### config.mk
export PLATFORM = sky130hd
export DESIGN_NAME = effaddr_unit
export DESIGN_NICKNAME = d
export VERILOG_FILES = /design/src/rtl/effaddr_pkg.sv /design/src/rtl/effaddr_index_add.sv /design/src/rtl/effaddr_direct.sv /design/src/rtl/effaddr_ptr_seq.sv /design/src/rtl/effaddr_unit.sv
export SDC_FILE = /design/constraint.sdc
export NUM_CORES = 1
export LEC_CHECK = 0
export ABC_AREA = 1
export BUFFER_PORTS_ARGS = -buffer_cell sky130_fd_sc_hd__buf_2
export CORE_MARGIN = 4
export CORE_UTILIZATION = 56
export CTS_BUF_LIST = sky130_fd_sc_hd__clkbuf_2 sky130_fd_sc_hd__clkbuf_4 sky130_fd_sc_hd__clkbuf_8
export DETAILED_ROUTE_END_ITERATION = 8
export GPL_ROUTABILITY_DRIVEN = 0
export PLACE_DENSITY = 0.84
export SLEW_MARGIN = 25
export SYNTH_ARGS = -nofsm -noshare
export SYNTH_HDL_FRONTEND = slang
export SYNTH_HIERARCHICAL = 1
export SYNTH_SLANG_ARGS = --single-unit
### constraint.sdc
create_clock -name clk -period 2.3 [get_ports clk]
set_clock_uncertainty 0.1 [all_clocks]
set_input_delay 0.115 -clock clk [delete_from_list [all_inputs] [get_ports clk]]
set_output_delay 0.115 -clock clk [all_outputs]
set_load 0.03 [all_outputs]
### src/rtl/effaddr_pkg.sv
package effaddr_pkg;

   typedef enum logic [3:0] {
      AM_IMPL = 4'd0,
      AM_ACC  = 4'd1,
      AM_IMM  = 4'd2,
      AM_ZP   = 4'd3,
      AM_ZPX  = 4'd4,
      AM_ZPY  = 4'd5,
      AM_REL  = 4'd6,
      AM_ABS  = 4'd7,
      AM_ABSX = 4'd8,
      AM_ABSY = 4'd9,
      AM_IND  = 4'd10,
      AM_XIND = 4'd11,
      AM_INDY = 4'd12
   } amode_e;

   typedef enum logic [1:0] {
      PS_IDLE,
      PS_LO,
      PS_HI,
      PS_FIN
   } pstate_e;

endpackage

### src/rtl/effaddr_index_add.sv
// Adds an index or signed offset byte to a full address and reports
// whether the upper part of the address changed.
module effaddr_index_add #(
   parameter int AW = 16,
   parameter int DW = 8
) (
   input  logic [AW-1:0] base_i,
   input  logic [DW-1:0] off_i,
   input  logic          sgn_i,
   output logic [AW-1:0] sum_o,
   output logic          cross_o
);
   localparam int HW = AW - DW;

   logic [AW-1:0] ext;

   always_comb begin
      if (sgn_i) ext = {{HW{off_i[DW-1]}}, off_i};
      else       ext = {{HW{1'b0}}, off_i};
      sum_o   = base_i + ext;
      cross_o = (sum_o[AW-1:DW] != base_i[AW-1:DW]);
   end
endmodule

### src/rtl/effaddr_direct.sv
// Single-cycle address formation for the modes that need no memory,
// plus pointer-address formation for the three fetching modes.
module effaddr_direct
   import effaddr_pkg::*;
#(
   parameter int AW          = 16,
   parameter int DW          = 8,
   parameter bit ZP_PTR_WRAP = 1'b1
) (
   input  logic [3:0]    mode_i,
   input  logic [DW-1:0] op_lo_i,
   input  logic [DW-1:0] op_hi_i,
   input  logic [DW-1:0] x_i,
   input  logic [DW-1:0] y_i,
   input  logic [AW-1:0] pc_i,
   input  logic          xfer_i,
   output logic [AW-1:0] ea_o,
   output logic          cross_o,
   output logic          err_o,
   output logic          mem_o,
   output logic [AW-1:0] ptr0_o,
   output logic [AW-1:0] ptr1_o,
   output logic          idx_o
);
   localparam int HW = AW - DW;

   logic [AW-1:0] abs_w;
   logic [DW-1:0] zp_x, zp_y;
   logic [AW-1:0] zx_next, zl_next;
   logic [AW-1:0] add_base;
   logic [DW-1:0] add_off;
   logic          add_sgn, use_add;
   logic [AW-1:0] add_sum;
   logic          add_cross;

   assign abs_w = {op_hi_i, op_lo_i};
   assign zp_x  = op_lo_i + x_i;
   assign zp_y  = op_lo_i + y_i;

   // Location of the pointer high byte for the zero-page pointer modes.
   generate
      if (ZP_PTR_WRAP) begin : g_zp_wrap
         assign zx_next = {{HW{1'b0}}, DW'(zp_x + 1'b1)};
         assign zl_next = {{HW{1'b0}}, DW'(op_lo_i + 1'b1)};
      end else begin : g_zp_carry
         assign zx_next = {{HW{1'b0}}, zp_x} + AW'(1);
         assign zl_next = {{HW{1'b0}}, op_lo_i} + AW'(1);
      end
   endgenerate

   // Adder steering: branch offset or absolute index.
   always_comb begin
      use_add  = 1'b0;
      add_base = abs_w;
      add_off  = x_i;
      add_sgn  = 1'b0;
      case (mode_i)
         AM_REL: begin
            use_add  = 1'b1;
            add_base = pc_i;
            add_off  = op_lo_i;
            add_sgn  = 1'b1;
         end
         AM_ABSX: use_add = 1'b1;
         AM_ABSY: begin
            use_add = 1'b1;
            add_off = y_i;
         end
         default: use_add = 1'b0;
      endcase
   end

   effaddr_index_add #(.AW(AW), .DW(DW)) u_add (
      .base_i  (add_base),
      .off_i   (add_off),
      .sgn_i   (add_sgn),
      .sum_o   (add_sum),
      .cross_o (add_cross)
   );

   always_comb begin
      ea_o    = '0;
      cross_o = 1'b0;
      err_o   = 1'b0;
      mem_o   = 1'b0;
      ptr0_o  = '0;
      ptr1_o  = '0;
      idx_o   = 1'b0;
      case (mode_i)
         AM_IMPL, AM_ACC: ea_o = '0;
         AM_IMM:  ea_o = pc_i - AW'(1);
         AM_ZP:   ea_o = {{HW{1'b0}}, op_lo_i};
         AM_ZPX:  ea_o = {{HW{1'b0}}, zp_x};
         AM_ZPY: begin
            if (xfer_i) ea_o = {{HW{1'b0}}, zp_y};
            else        err_o = 1'b1;
         end
         AM_ABS:  ea_o = abs_w;
         AM_REL, AM_ABSX, AM_ABSY: ea_o = '0;
         AM_IND: begin
            mem_o  = 1'b1;
            ptr0_o = abs_w;
            ptr1_o = abs_w + AW'(1);
         end
         AM_XIND: begin
            mem_o  = 1'b1;
            ptr0_o = {{HW{1'b0}}, zp_x};
            ptr1_o = zx_next;
         end
         AM_INDY: begin
            mem_o  = 1'b1;
            ptr0_o = {{HW{1'b0}}, op_lo_i};
            ptr1_o = zl_next;
            idx_o  = 1'b1;
         end
         default: err_o = 1'b1;
      endcase
      if (use_add) begin
         ea_o    = add_sum;
         cross_o = add_cross;
      end
   end
endmodule

### src/rtl/effaddr_ptr_seq.sv
// Two-read pointer fetch with an optional post-index by Y.
module effaddr_ptr_seq
   import effaddr_pkg::*;
#(
   parameter int AW = 16,
   parameter int DW = 8
) (
   input  logic          clk,
   input  logic          rst_n,
   input  logic          go_i,
   input  logic [AW-1:0] ptr0_i,
   input  logic [AW-1:0] ptr1_i,
   input  logic          idx_i,
   input  logic [DW-1:0] y_i,
   input  logic [DW-1:0] rdata_i,
   output logic          busy_o,
   output logic          rd_o,
   output logic [AW-1:0] addr_o,
   output logic          fin_o,
   output logic [AW-1:0] ea_o,
   output logic          cross_o
);
   pstate_e       st;
   logic [AW-1:0] p1_q;
   logic          idx_q;
   logic [DW-1:0] y_q;
   logic [DW-1:0] lo_q;
   logic [AW-1:0] ptr_w;
   logic [AW-1:0] sum_w;
   logic          cr_w;

   always_ff @(posedge clk or negedge rst_n) begin
      if (!rst_n) begin
         st     <= PS_IDLE;
         rd_o   <= 1'b0;
         addr_o <= '0;
         p1_q   <= '0;
         idx_q  <= 1'b0;
         y_q    <= '0;
         lo_q   <= '0;
      end else begin
         case (st)
            PS_IDLE: begin
               if (go_i) begin
                  st     <= PS_LO;
                  rd_o   <= 1'b1;
                  addr_o <= ptr0_i;
                  p1_q   <= ptr1_i;
                  idx_q  <= idx_i;
                  y_q    <= y_i;
               end
            end
            PS_LO: begin
               st     <= PS_HI;
               addr_o <= p1_q;
            end
            PS_HI: begin
               st   <= PS_FIN;
               rd_o <= 1'b0;
               lo_q <= rdata_i;
            end
            default: st <= PS_IDLE;
         endcase
      end
   end

   // In PS_FIN the read data bus carries the high pointer byte.
   assign ptr_w = {rdata_i, lo_q};

   effaddr_index_add #(.AW(AW), .DW(DW)) u_post (
      .base_i  (ptr_w),
      .off_i   (y_q),
      .sgn_i   (1'b0),
      .sum_o   (sum_w),
      .cross_o (cr_w)
   );

   assign busy_o  = (st != PS_IDLE);
   assign fin_o   = (st == PS_FIN);
   assign ea_o    = idx_q ? sum_w : ptr_w;
   assign cross_o = idx_q & cr_w;
endmodule

### src/rtl/effaddr_unit.sv
module effaddr_unit
   import effaddr_pkg::*;
#(
   parameter int AW          = 16,
   parameter int DW          = 8,
   parameter bit ZP_PTR_WRAP = 1'b1
) (
   input  logic          clk,
   input  logic          rst_n,
   input  logic          start,
   input  logic [3:0]    mode,
   input  logic [DW-1:0] op_lo,
   input  logic [DW-1:0] op_hi,
   input  logic [DW-1:0] x,
   input  logic [DW-1:0] y,
   input  logic [AW-1:0] pc,
   input  logic          op_xfer,
   output logic [AW-1:0] mem_addr,
   output logic          mem_rd,
   input  logic [DW-1:0] mem_rdata,
   output logic [AW-1:0] ea,
   output logic          done,
   output logic          page_cross,
   output logic          err
);
   generate
      if (AW != 2 * DW) begin : g_bad_width
         $error("effaddr_unit: AW must be twice DW");
      end
      if (DW < 2) begin : g_bad_dw
         $error("effaddr_unit: DW must be at least 2");
      end
   endgenerate

   logic [AW-1:0] d_ea, d_ptr0, d_ptr1;
   logic          d_cross, d_err, d_mem, d_idx;
   logic          seq_busy, seq_fin, seq_cross, seq_go;
   logic [AW-1:0] seq_ea;
   logic          take;

   effaddr_direct #(.AW(AW), .DW(DW), .ZP_PTR_WRAP(ZP_PTR_WRAP)) u_direct (
      .mode_i  (mode),
      .op_lo_i (op_lo),
      .op_hi_i (op_hi),
      .x_i     (x),
      .y_i     (y),
      .pc_i    (pc),
      .xfer_i  (op_xfer),
      .ea_o    (d_ea),
      .cross_o (d_cross),
      .err_o   (d_err),
      .mem_o   (d_mem),
      .ptr0_o  (d_ptr0),
      .ptr1_o  (d_ptr1),
      .idx_o   (d_idx)
   );

   assign take   = start & ~seq_busy;
   assign seq_go = take & d_mem;

   effaddr_ptr_seq #(.AW(AW), .DW(DW)) u_seq (
      .clk     (clk),
      .rst_n   (rst_n),
      .go_i    (seq_go),
      .ptr0_i  (d_ptr0),
      .ptr1_i  (d_ptr1),
      .idx_i   (d_idx),
      .y_i     (y),
      .rdata_i (mem_rdata),
      .busy_o  (seq_busy),
      .rd_o    (mem_rd),
      .addr_o  (mem_addr),
      .fin_o   (seq_fin),
      .ea_o    (seq_ea),
      .cross_o (seq_cross)
   );

   always_ff @(posedge clk or negedge rst_n) begin
      if (!rst_n) begin
         ea         <= '0;
         done       <= 1'b0;
         page_cross <= 1'b0;
         err        <= 1'b0;
      end else if (seq_fin) begin
         ea         <= seq_ea;
         done       <= 1'b1;
         page_cross <= seq_cross;
         err        <= 1'b0;
      end else if (take && !d_mem) begin
         ea         <= d_ea;
         done       <= 1'b1;
         page_cross <= d_cross;
         err        <= d_err;
      end else begin
         done       <= 1'b0;
         page_cross <= 1'b0;
         err        <= 1'b0;
      end
   end
endmodule

[Yosys cells after proc, flatten, opt, wreduce, memory -nomap -nowiden]
Index checks and enable logic that the tools add are counted.
Widths: inputs -> output; s select.
Storage, ports and cells
  register bits: 71
  input port bits: 64
  word-level logic and storage cells: 85
Operators by class
  $add $sub $neg: 8
  equality and inequality tests: 18
  muxes and demuxes: 30
  bitwise logic cells: 4
  reductions and logical operators: 14
Operators by type and width (count)
  $mux 16: 7
  $pmux 16 s3: 2
  $pmux 16 s5: 1
  $pmux 16 s2: 1
  $eq 4x4->1 const B: 5
  $add 16x1->16 const B: 1
  $add 16x16->16: 1
  $add 16x8->16: 1
  $add 8x1->8 const B: 2
  $add 8x8->8: 2
  $eq 4x3->1 const B: 4
  $ne 8x8->1: 2
  $pmux 8 s2: 1
  $sub 16x1->16 const B: 1
  $mux 1: 13
  $reduce_or 12->1: 1
  $eq 4x2->1 const B: 2
  $mux 8: 1
  $reduce_bool 2->1: 4
  $pmux 2 s3: 1
  $reduce_and 2->1: 3
  $reduce_or 3->1: 2
  $eq 2x2->1 const B: 2
  $eq 4x1->1 const B: 1
  10 further kinds: 13

[Longest topological paths before layout]
Gate-level depths: netlist of run 1.
  depth in word-level cells: 8
  gate-level depth with buffers: 25

[Hierarchy]
Netlist of run 1, hierarchy kept.
Modules (own cells, without submodules)
  effaddr_ptr_seq: instances 1, cells each 337, area an instance 2587.5 sq um, seq. area each 1301.2 sq um
  effaddr_direct: instances 1, cells each 485, area an instance 2482.4 sq um, seq. area each 0.0 sq um
  effaddr_index_add: instances 2, cells each 179, area an instance 989.7 sq um, seq. area each 0.0 sq um
  effaddr_unit: instances 1, cells each 134, area an instance 1001.0 sq um, seq. area each 475.5 sq um

[Worst setup path after synthesis of run 1]
OpenSTA, ideal clock, no wires.
  path kind: input-to-reg
  start point: in mode[3]
  end point: reg ea[12]
  setup time: 0.117 ns
  arrival time: 2.449 ns
  setup slack: -0.366 ns
  stages: 23
  buffers on the path: 0
  cells stage by stage: inv_1 > nor2_1 > inv_1 > nor2_2 > nor2_1 > nand2_1 > o211ai_1 > ha_1 > fa_1 > nand3_1 > nand2_1 > nand2_1 > nand2_1 > a21oi_2 > inv_1 > nand2_1 > nand2_1 > nand2_1 > o221ai_1 > nand2_1 > nand2_1 > nand2_1 > nand2_1
On the way
  longest elaborated chain between the ends: 7
RTL lines
  start: declaration: line effaddr_unit.sv:11  | input logic [3:0] mode,
  $eq 4x4->1 or $eq 4x3->1 (tied branches): line effaddr_direct.sv:57  | case (mode_i)
  $pmux 8 s2 *: line effaddr_direct.sv:57
  net u_direct.add_off[0]: line effaddr_direct.sv:31  | logic [DW-1:0] add_off;
  $mux 16 *: line effaddr_index_add.sv:18  | if (sgn_i) ext = {{HW{off_i[DW-1]}}, off_i};
  $add 16x16->16 *: line effaddr_index_add.sv:20  | sum_o = base_i + ext;
  net u_direct.add_sum[12]: line effaddr_direct.sv:33  | logic [AW-1:0] add_sum;
  $mux 16 *: line effaddr_direct.sv:118  | if (use_add) begin
  net d_ea[12]: line effaddr_unit.sv:35  | logic [AW-1:0] d_ea, d_ptr0, d_ptr1;
  $mux 16 *: line effaddr_unit.sv:89  | end else if (take && !d_mem) begin
  $mux 16 *: line effaddr_unit.sv:84  | end else if (seq_fin) begin
  end signal: assignment: line effaddr_unit.sv:85  | ea <= seq_ea;
  end: declaration: line effaddr_unit.sv:21  | output logic [AW-1:0] ea,
Mark *: on every way through the listed nets, which the timed path passes. The rest lies on a longest branch. The select of a mux whose other input is x is not followed.
A chain may end at the register's enable or synchronous reset.

[Worst setup path after layout of run 1]
  start point: in mode[0]
  end point: reg page_cross
On the way
  longest elaborated chain between the ends: 8
RTL lines
  $eq 4x4->1 or $eq 4x3->1 (tied branches): line effaddr_direct.sv:57
  $pmux 8 s2 *: line effaddr_direct.sv:57
  net u_direct.add_off[0]: line effaddr_direct.sv:31
  $mux 16 *: line effaddr_index_add.sv:18
  $add 16x16->16 *: line effaddr_index_add.sv:20
  $ne 8x8->1 *: line effaddr_index_add.sv:21  | cross_o = (sum_o[AW-1:DW] != base_i[AW-1:DW]);
  net u_direct.add_cross: line effaddr_direct.sv:34  | logic add_cross;
  $mux 1 *: line effaddr_direct.sv:118
  net d_cross: line effaddr_unit.sv:36  | logic d_cross, d_err, d_mem, d_idx;
  $mux 1 *: line effaddr_unit.sv:89
  $mux 1 *: line effaddr_unit.sv:84
  end signal: assignment: line effaddr_unit.sv:87  | page_cross <= seq_cross;
  end signal: assignment: line effaddr_unit.sv:92  | page_cross <= d_cross;
  end: declaration: line effaddr_unit.sv:23  | output logic page_cross,
Mark *: on every way through the listed nets, which the timed path passes. The rest lies on a longest branch.

==> results_dict.tcl, run 1 <==
set metrics [dict create \
    outcome "complete, but fails checks" \
    failed_checks "negative setup slack" \
    post_route_cells_drive_above_1_share 0.249 \
    area_growth_pct 27.3 \
    slowest_delay_ps 310 \
    worstSetupEndpoint "page_cross" \
    drt-wirelength-per-cell_um 16.1 \
    final.min_clock_period_ps 2500 \
    share_of_the_clock_period_used_by_the_worst_path_after_layout 1.09 \
    max_freq_ghz 0.400 \
    antenna_cells_inserted 0 \
    yosys_warnings 6 \
    post_synth_main_area_contributors "sky130_fd_sc_hd__nand2_1, sky130_fd_sc_hd__dfrtp_1, sky130_fd_sc_hd__nand3_1" \
    die_area_mm2 0.0164 \
    regToRegSetupSlack_ps 0 \
    firstDrtPassIters 7 \
    detail-route-antenna-nets 0 \
    maxSlewViolCount 0 \
    arrival_ps 2690 \
    grt_first_pass_wirelength_um 42300 \
    hpwlAfterDp_um 20400 \
    critPathLaunchType "primary input" \
    vias_in_the_first_global_route 8769 \
    grt_antenna_before_repair 0 \
    cts-buffers-inserted 9 \
    ir_drop_mv 0.508 \
    post_drt_via_cell_ratio 5.69 \
    clock_path_buffers 2 \
    clock_power_frac 0.131 \
    seq_pwr_share 0.259 \
    p_comb_frac 0.609 \
    switching_share 0.505 \
    cts.root.buffer_cell "sky130_fd_sc_hd__clkbuf_8" \
    latest_clock_arrival_within_the_worst_skew_pair_ps 350 \
    cp.required_ps 2490 \
    worstSetupEndpointType "flop" \
    floorplan.die.height_um 128 \
    via_count 9711 \
    crit_fanout 8 \
    synth.cell_area_mm2 0.00805 \
    cp_cell_sequence "buf_8 -> nor2_4 -> inv_2 -> nor2_4 -> inv_4 -> buf_4 -> o211ai_1 -> ha_4 -> fa_2 -> nand3_2 -> nand2_4 -> nand2_2 -> buf_4 -> nand3_1 -> o21ai_0 -> inv_1 -> inv_1 -> nor2_2 -> nand2_1 -> o21ai_1" \
    timing.reg2reg.worst_path_depth 14 \
    worstSetupStartpoint "mode[0]" \
    worst_hold_startpoint "mem_rdata[1]" \
    internal_power_w 0.00376 \
    syn-instance-count 1314 \
    placeable_core_region_mm2 0.0140 \
    cpMaxStageDelayCell "sky130_fd_sc_hd__o211ai_1" \
    criticalPathCategory "primary input to flop" \
    regToRegEndpoint "ea[10]" \
    tritoncts "yes" \
    total_negative_slack_ps -1420 \
    pin_count_of_the_biggest_net_entering_global_routing 35 \
    worstMarginPinSlew_ps 663 \
    clk_pin_slew_worst_paths_ps 80 \
    setup_ws_ps -202 \
    start_util 0.575 \
    synth.yosys.seq_area_share 0.221 \
    dp_cells 1658 \
    final_layout_fill_cell_count 1119 \
    switchingPower_w 0.00383 \
    row_count 43 \
    synth_top_area_frac 0.235 \
    rsz0062_at_grt "true" \
    syn-num-nets 1420 \
    min_path_type "primary input to flop" \
    async_set_or_reset_flop_fraction_in_the_synthesized_netlist 1.00 \
    postLayoutCoreUtil 0.732 \
    power.leakage_nw 5.70 \
    yosys_top_cell_by_area "sky130_fd_sc_hd__nand2_1" \
    dr.first_iter.drc_count 1131 \
    design_power_total_w 0.00760 \
    dieWidth_um 128 \
    worstReg2RegStart "u_seq/lo_q[0]" \
    cellPowerDensity_mw_per_mm2 741 \
    timing.final.hold_violations 0 \
    wl_um 27500 \
    synth_ff_type "sky130_fd_sc_hd__dfrtp_1" \
    timing.final.setup_violations 13 \
    synth.ff_latch_count 71 \
    cts_sinks 71 \
    htree_levels 3 \
    timing.slew.headroom 0.557 \
    globalRouteTotalUtil 0.317 \
    top_level_ports 100 \
    worst_hold_slack_ps 33.3 \
    drc 0 \
    max-cap-violations 0 \
    grt-ovfl-total 0 \
    avgSynthCellArea_um2 6.13 \
    synth.distinct_cells 48 \
    io_buffer_count 99 \
    synth_enable_flop_cells 0 \
    nNetsFinal 1627 \
    post_layout_nonfiller_instances 1706 \
]
-- power by group through the flow --
stage / sequential, W / clock, W / combinational [W]
floorplan: 0.00235 / 0 / 0.00277
global placement: 0.00196 / 0 / 0.00425
detailed placement: 0.00198 / 0 / 0.00434
CTS: 0.00196 / 0.00101 / 0.00445
global route: 0.00201 / 0.00107 / 0.00508
finish: 0.00197 / 0.000998 / 0.00463
-- registers in the layout, summed over array words and instances (netlist names) --
| signal | flops |
|---|---|
| page_cross | 1 |
| err | 1 |
| u_seq/idx_q | 1 |
| done | 1 |
| u_seq/lo_q | 8 |
| u_seq/rd_o | 1 |
| u_seq/p1_q | 16 |
| u_seq/y_q | 8 |
| ea | 16 |
| u_seq/st | 2 |
| u_seq/addr_o | 16 |
-- worst max-delay path, delay by kind of cell --
kind,cells,cell delay (ps)
AND/OR/NAND/NOR,8,960
buffers and inverters,7,640
AO/OA/AOI/OAI,3,530
adder cells (fa/ha/maj),2,430
-- routing by layer --
| metal | GRT usage | vias to the layer above | wire (um) |
|---|---|---|---|
| met2 | 0.518 | 588 | 12500 |
| met5 | 0 | - | 0 |
| met3 | 0.0429 | 131 | 2640 |
| li1 | - | 4619 | - |
| met4 | 0.135 | 0 | 1550 |
| met1 | 0.421 | 4373 | 10800 |
-- cell families after synthesis --
family                   synth area share
other                            0.000466
XOR/XNOR                           0.0348
AND/OR/NAND/NOR                     0.449
adder cells (fa/ha/maj)            0.0690
buffers and inverters               0.114
flip-flops                          0.221
AO/OA/AOI/OAI                       0.112
-- through the flow --
step / instance area [um2] / setup WS [ps]
6_report: 10200 / -202
5_1_grt: 10200 / -303
3_3_place_gp: 9370 / -489
4_1_cts: 10000 / -72.7
3_5_place_dp: 9370 / -536
2_1_floorplan: 8140 / -113
-- area by class of cell --
class	count	area, um2	share of cell area
multi-input cells	1044	5660	0.553
flip-flops and latches	71	1780	0.173
repair buffers	235	1770	0.172
inverters	160	618	0.0603
well taps	180	225	0.0220
clock buffers	9	124	0.0121
clock inverters	7	71.3	0.00696
-- what timing repair did --
action,CTS,global route
buffers inserted,9,6
hold endpoints to repair,33,0
pin swaps,30,34
cloned,3,0
hold buffers,14,0
endpoints found under the setup margin,12,13
gates resized for setup,49,45
-- worst min path at each step --
stage | endpoint | cells past startpoint
after floorplan | done | 0
after global placement | u_seq/addr_o[14] | 1
after detailed placement | u_seq/st[1] | 1
after CTS | u_seq/lo_q[1] | 3
after global routing | u_seq/lo_q[1] | 3
final | u_seq/lo_q[1] | 3
-- cell usage after synthesis (4+ instances only) --
cell type / n
sky130_fd_sc_hd__nand2_1: 505
sky130_fd_sc_hd__inv_1: 152
sky130_fd_sc_hd__nand3_1: 142
sky130_fd_sc_hd__dfrtp_1: 71
sky130_fd_sc_hd__nor2_1: 71
sky130_fd_sc_hd__o21ai_0: 69
sky130_fd_sc_hd__a21oi_1: 43
sky130_fd_sc_hd__ha_1: 38
sky130_fd_sc_hd__xor2_1: 29
sky130_fd_sc_hd__nand2_2: 23
sky130_fd_sc_hd__nand4_1: 17
sky130_fd_sc_hd__o211ai_1: 13
sky130_fd_sc_hd__buf_2: 12
sky130_fd_sc_hd__nand2_4: 12
sky130_fd_sc_hd__buf_6: 10
sky130_fd_sc_hd__nor2_2: 10
sky130_fd_sc_hd__o22ai_1: 10
sky130_fd_sc_hd__buf_4: 8
sky130_fd_sc_hd__clkbuf_1: 6
sky130_fd_sc_hd__inv_2: 6
sky130_fd_sc_hd__o221ai_1: 6
sky130_fd_sc_hd__nor2_4: 5
sky130_fd_sc_hd__o21ai_1: 5
sky130_fd_sc_hd__fa_1: 4
sky130_fd_sc_hd__nor3_2: 4
sky130_fd_sc_hd__o21bai_1: 4
-- cell usage in the layout, fill, tap and decap left out, types with 28 or more instances in the layout --
cell / Yosys / layout
sky130_fd_sc_hd__a21oi_1: 43 / 38
sky130_fd_sc_hd__buf_2: 12 / 95
sky130_fd_sc_hd__buf_4: 8 / 106
sky130_fd_sc_hd__dfrtp_1: 71 / 71
sky130_fd_sc_hd__ha_1: 38 / 35
sky130_fd_sc_hd__inv_1: 152 / 145
sky130_fd_sc_hd__nand2_1: 505 / 484
sky130_fd_sc_hd__nand2_2: 23 / 41
sky130_fd_sc_hd__nand3_1: 142 / 135
sky130_fd_sc_hd__nor2_1: 71 / 62
sky130_fd_sc_hd__o21ai_0: 69 / 55
sky130_fd_sc_hd__xor2_1: 29 / 28
No activity file was read; power rests on OpenSTA's default activity.
==> inputs of run 2 (changes only) <==
- CORE_UTILIZATION: 56 -> 60
- PLACE_DENSITY: 0.84 -> 0.86
- clock period: 2.3 -> 2.5 ns (I/O delays scaled with it)
==> run 2 against run 1 <==
The flow still finishes with violations (negative setup slack). Register-to-register slack better by 140 ps. Sequential share of layout area is 0.51 points higher. Final area is 2.9% lower. Core utilization is 2.2 points higher. Via count is 2.0% higher. Sequential cell count stayed put. Clock power is 8% higher. Sequential power is 7% lower. Global-route usage is 1.5 points higher. Count of clock-buffer cells in the layout is 3 higher. Non-clock buffer count is 32 lower. Critical path type unchanged. Critical endpoint is now ea[14].
==> results_dict.tcl, run 2 (synthesis gave the netlist of run 1 again) <==
set metrics [dict create \
    timing.reg2reg.worst_path_depth 14 \
    crit_fanout 8 \
    biggestRegsByFlops "ea x16, u_seq/addr_o x16, u_seq/p1_q x16" \
    detail-route-antenna-nets 0 \
    worstReg2RegStart "u_seq/lo_q[0]" \
    latest_clock_arrival_within_the_worst_skew_pair_ps 360 \
    drc 0 \
    io_buffer_count 99 \
    grt_antenna_before_repair 0 \
    critPathLaunchType "primary input" \
    via_count 9901 \
    globalRouteTotalUtil 0.332 \
    dieWidth_um 124 \
    area_growth_pct 23.6 \
    post_drt_via_cell_ratio 5.93 \
    clk_pin_slew_worst_paths_ps 70 \
    wl_um 28100 \
    worstMarginPinSlew_ps 877 \
    start_util 0.610 \
    antenna_cells_inserted 0 \
    final_common_cell "sky130_fd_sc_hd__nand2_1" \
    total_negative_slack_ps -485 \
    firstDrtPassIters 9 \
    die_area_mm2 0.0153 \
    ir_drop_mv 0.400 \
    maxSlewViolCount 0 \
    min_path_type "primary input to flop" \
    min_path_cells 3 \
    cts-buffers-inserted 9 \
    setup_ws_ps -119 \
    share_of_the_clock_period_used_by_the_worst_path_after_layout 1.05 \
    pin_count_of_the_biggest_net_entering_global_routing 72 \
    regToRegEndpoint "ea[10]" \
    nNetsFinal 1596 \
    timing.final.setup_violations 7 \
    grt_first_pass_wirelength_um 40700 \
    cellPowerDensity_mw_per_mm2 709 \
    postLayoutCoreUtil 0.755 \
    failed_checks "negative setup slack" \
    timing.final.hold_violations 0 \
    placeable_core_region_mm2 0.0132 \
    max-cap-violations 0 \
    row_count 42 \
    floorplan.die.height_um 124 \
    worst_hold_slack_ps 16.6 \
    worst_hold_startpoint "mem_rdata[1]" \
    worstSetupEndpointType "flop" \
    max_freq_ghz 0.382 \
    arrival_ps 2780 \
    cts.root.buffer_cell "sky130_fd_sc_hd__clkbuf_8" \
    regToRegSetupSlack_ps 140 \
    timing.slew.headroom 0.415 \
    cp.required_ps 2660 \
    rsz0062_at_grt "true" \
    drt-wirelength-per-cell_um 16.8 \
    top_level_ports 100 \
    final.min_clock_period_ps 2620 \
    htree_levels 3 \
    vias_in_the_first_global_route 8456 \
    grt-ovfl-total 0 \
    cts_sinks 71 \
    hpwlAfterDp_um 20000 \
    mostFrequentLayoutCells "sky130_fd_sc_hd__nand2_1, sky130_fd_sc_hd__inv_1, sky130_fd_sc_hd__nand3_1" \
    dr.first_iter.drc_count 1382 \
    hold_path_end "u_seq/lo_q[1]" \
    clock_path_buffers 2 \
    tritoncts "yes" \
    power.leakage_nw 5.54 \
    post_route_cells_drive_above_1_share 0.236 \
    criticalPathCategory "primary input to flop" \
    outcome "complete, but fails checks" \
]
-- run 2: final cells by class --
type | count | area (um2)
timing repair buffer | 203 | 1460
clock buffer | 12 | 159
tap | 176 | 220
inverter | 160 | 613
multi-input combinational | 1045 | 5650
sequential | 71 | 1780
fill | 1003 | 3240
clock inverter | 4 | 76.3
-- run 2: power breakdown --
part           internal [W]  total [W]  switching, W  leakage [nW]
sequential          0.00154    0.00183      0.000286         0.947
combinational       0.00134    0.00416       0.00282          4.47
clock              0.000631    0.00108      0.000446         0.117
-- run 2: how the worst max path moves through the flow --
| stage | endpoint | start | slack, ps |
|---|---|---|---|
| floorplan | ea[12] | mode[1] | 20 |
| global placement | ea[11] | mode[1] | -390 |
| detailed placement | ea[11] | mode[1] | -440 |
| CTS | ea[11] | mode[1] | -30 |
| global route | ea[14] | mode[3] | -250 |
| finish | ea[14] | mode[0] | -120 |
-- run 2: through the flow --
stage	std cells	total power, W	instance area (um2)	setup WS, ps
after floorplan	1314	0.00470	8070	15.2
after global placement	1624	0.00556	9060	-388
after detailed placement	1624	0.00565	9060	-435
after CTS	1656	0.00677	9460	-30.9
after global routing	1671	0.00753	9950	-247
final	1671	0.00706	9950	-119
-- run 2: timing repair --
item	CTS	global route
hold endpoints to repair	84	0
pin swaps	1	63
hold buffers	14	0
resized for setup	1	113
setup endpoints to repair	4	13
cloned	0	5
setup buffers	2	14
-- run 2: layer usage --
metal | track usage | wire [um]
met1 | 0.444 | 10600
met2 | 0.539 | 12800
met3 | 0.0486 | 3090
met4 | 0.138 | 1630
met5 | 0 | 0
-- run 2: worst max-delay path, stage by stage --
cell,delay (ps)
sky130_fd_sc_hd__buf_4,130
sky130_fd_sc_hd__nor2_4,90
sky130_fd_sc_hd__inv_2,50
sky130_fd_sc_hd__nor2_4,250
sky130_fd_sc_hd__nor2_4,100
sky130_fd_sc_hd__nand2_1,80
sky130_fd_sc_hd__o211ai_1,150
sky130_fd_sc_hd__ha_2,230
sky130_fd_sc_hd__fa_2,350
sky130_fd_sc_hd__nand3_2,100
sky130_fd_sc_hd__nand2_2,100
sky130_fd_sc_hd__nand2_2,130
sky130_fd_sc_hd__nand2_4,90
sky130_fd_sc_hd__nand3_2,90
sky130_fd_sc_hd__nand3_2,70
sky130_fd_sc_hd__nand2_1,70
sky130_fd_sc_hd__nand2_1,60
sky130_fd_sc_hd__nand2_1,60
sky130_fd_sc_hd__o211ai_1,170
sky130_fd_sc_hd__nand2_1,100
sky130_fd_sc_hd__nand2_1,50
sky130_fd_sc_hd__nand2_1,60
sky130_fd_sc_hd__nand2_1,50
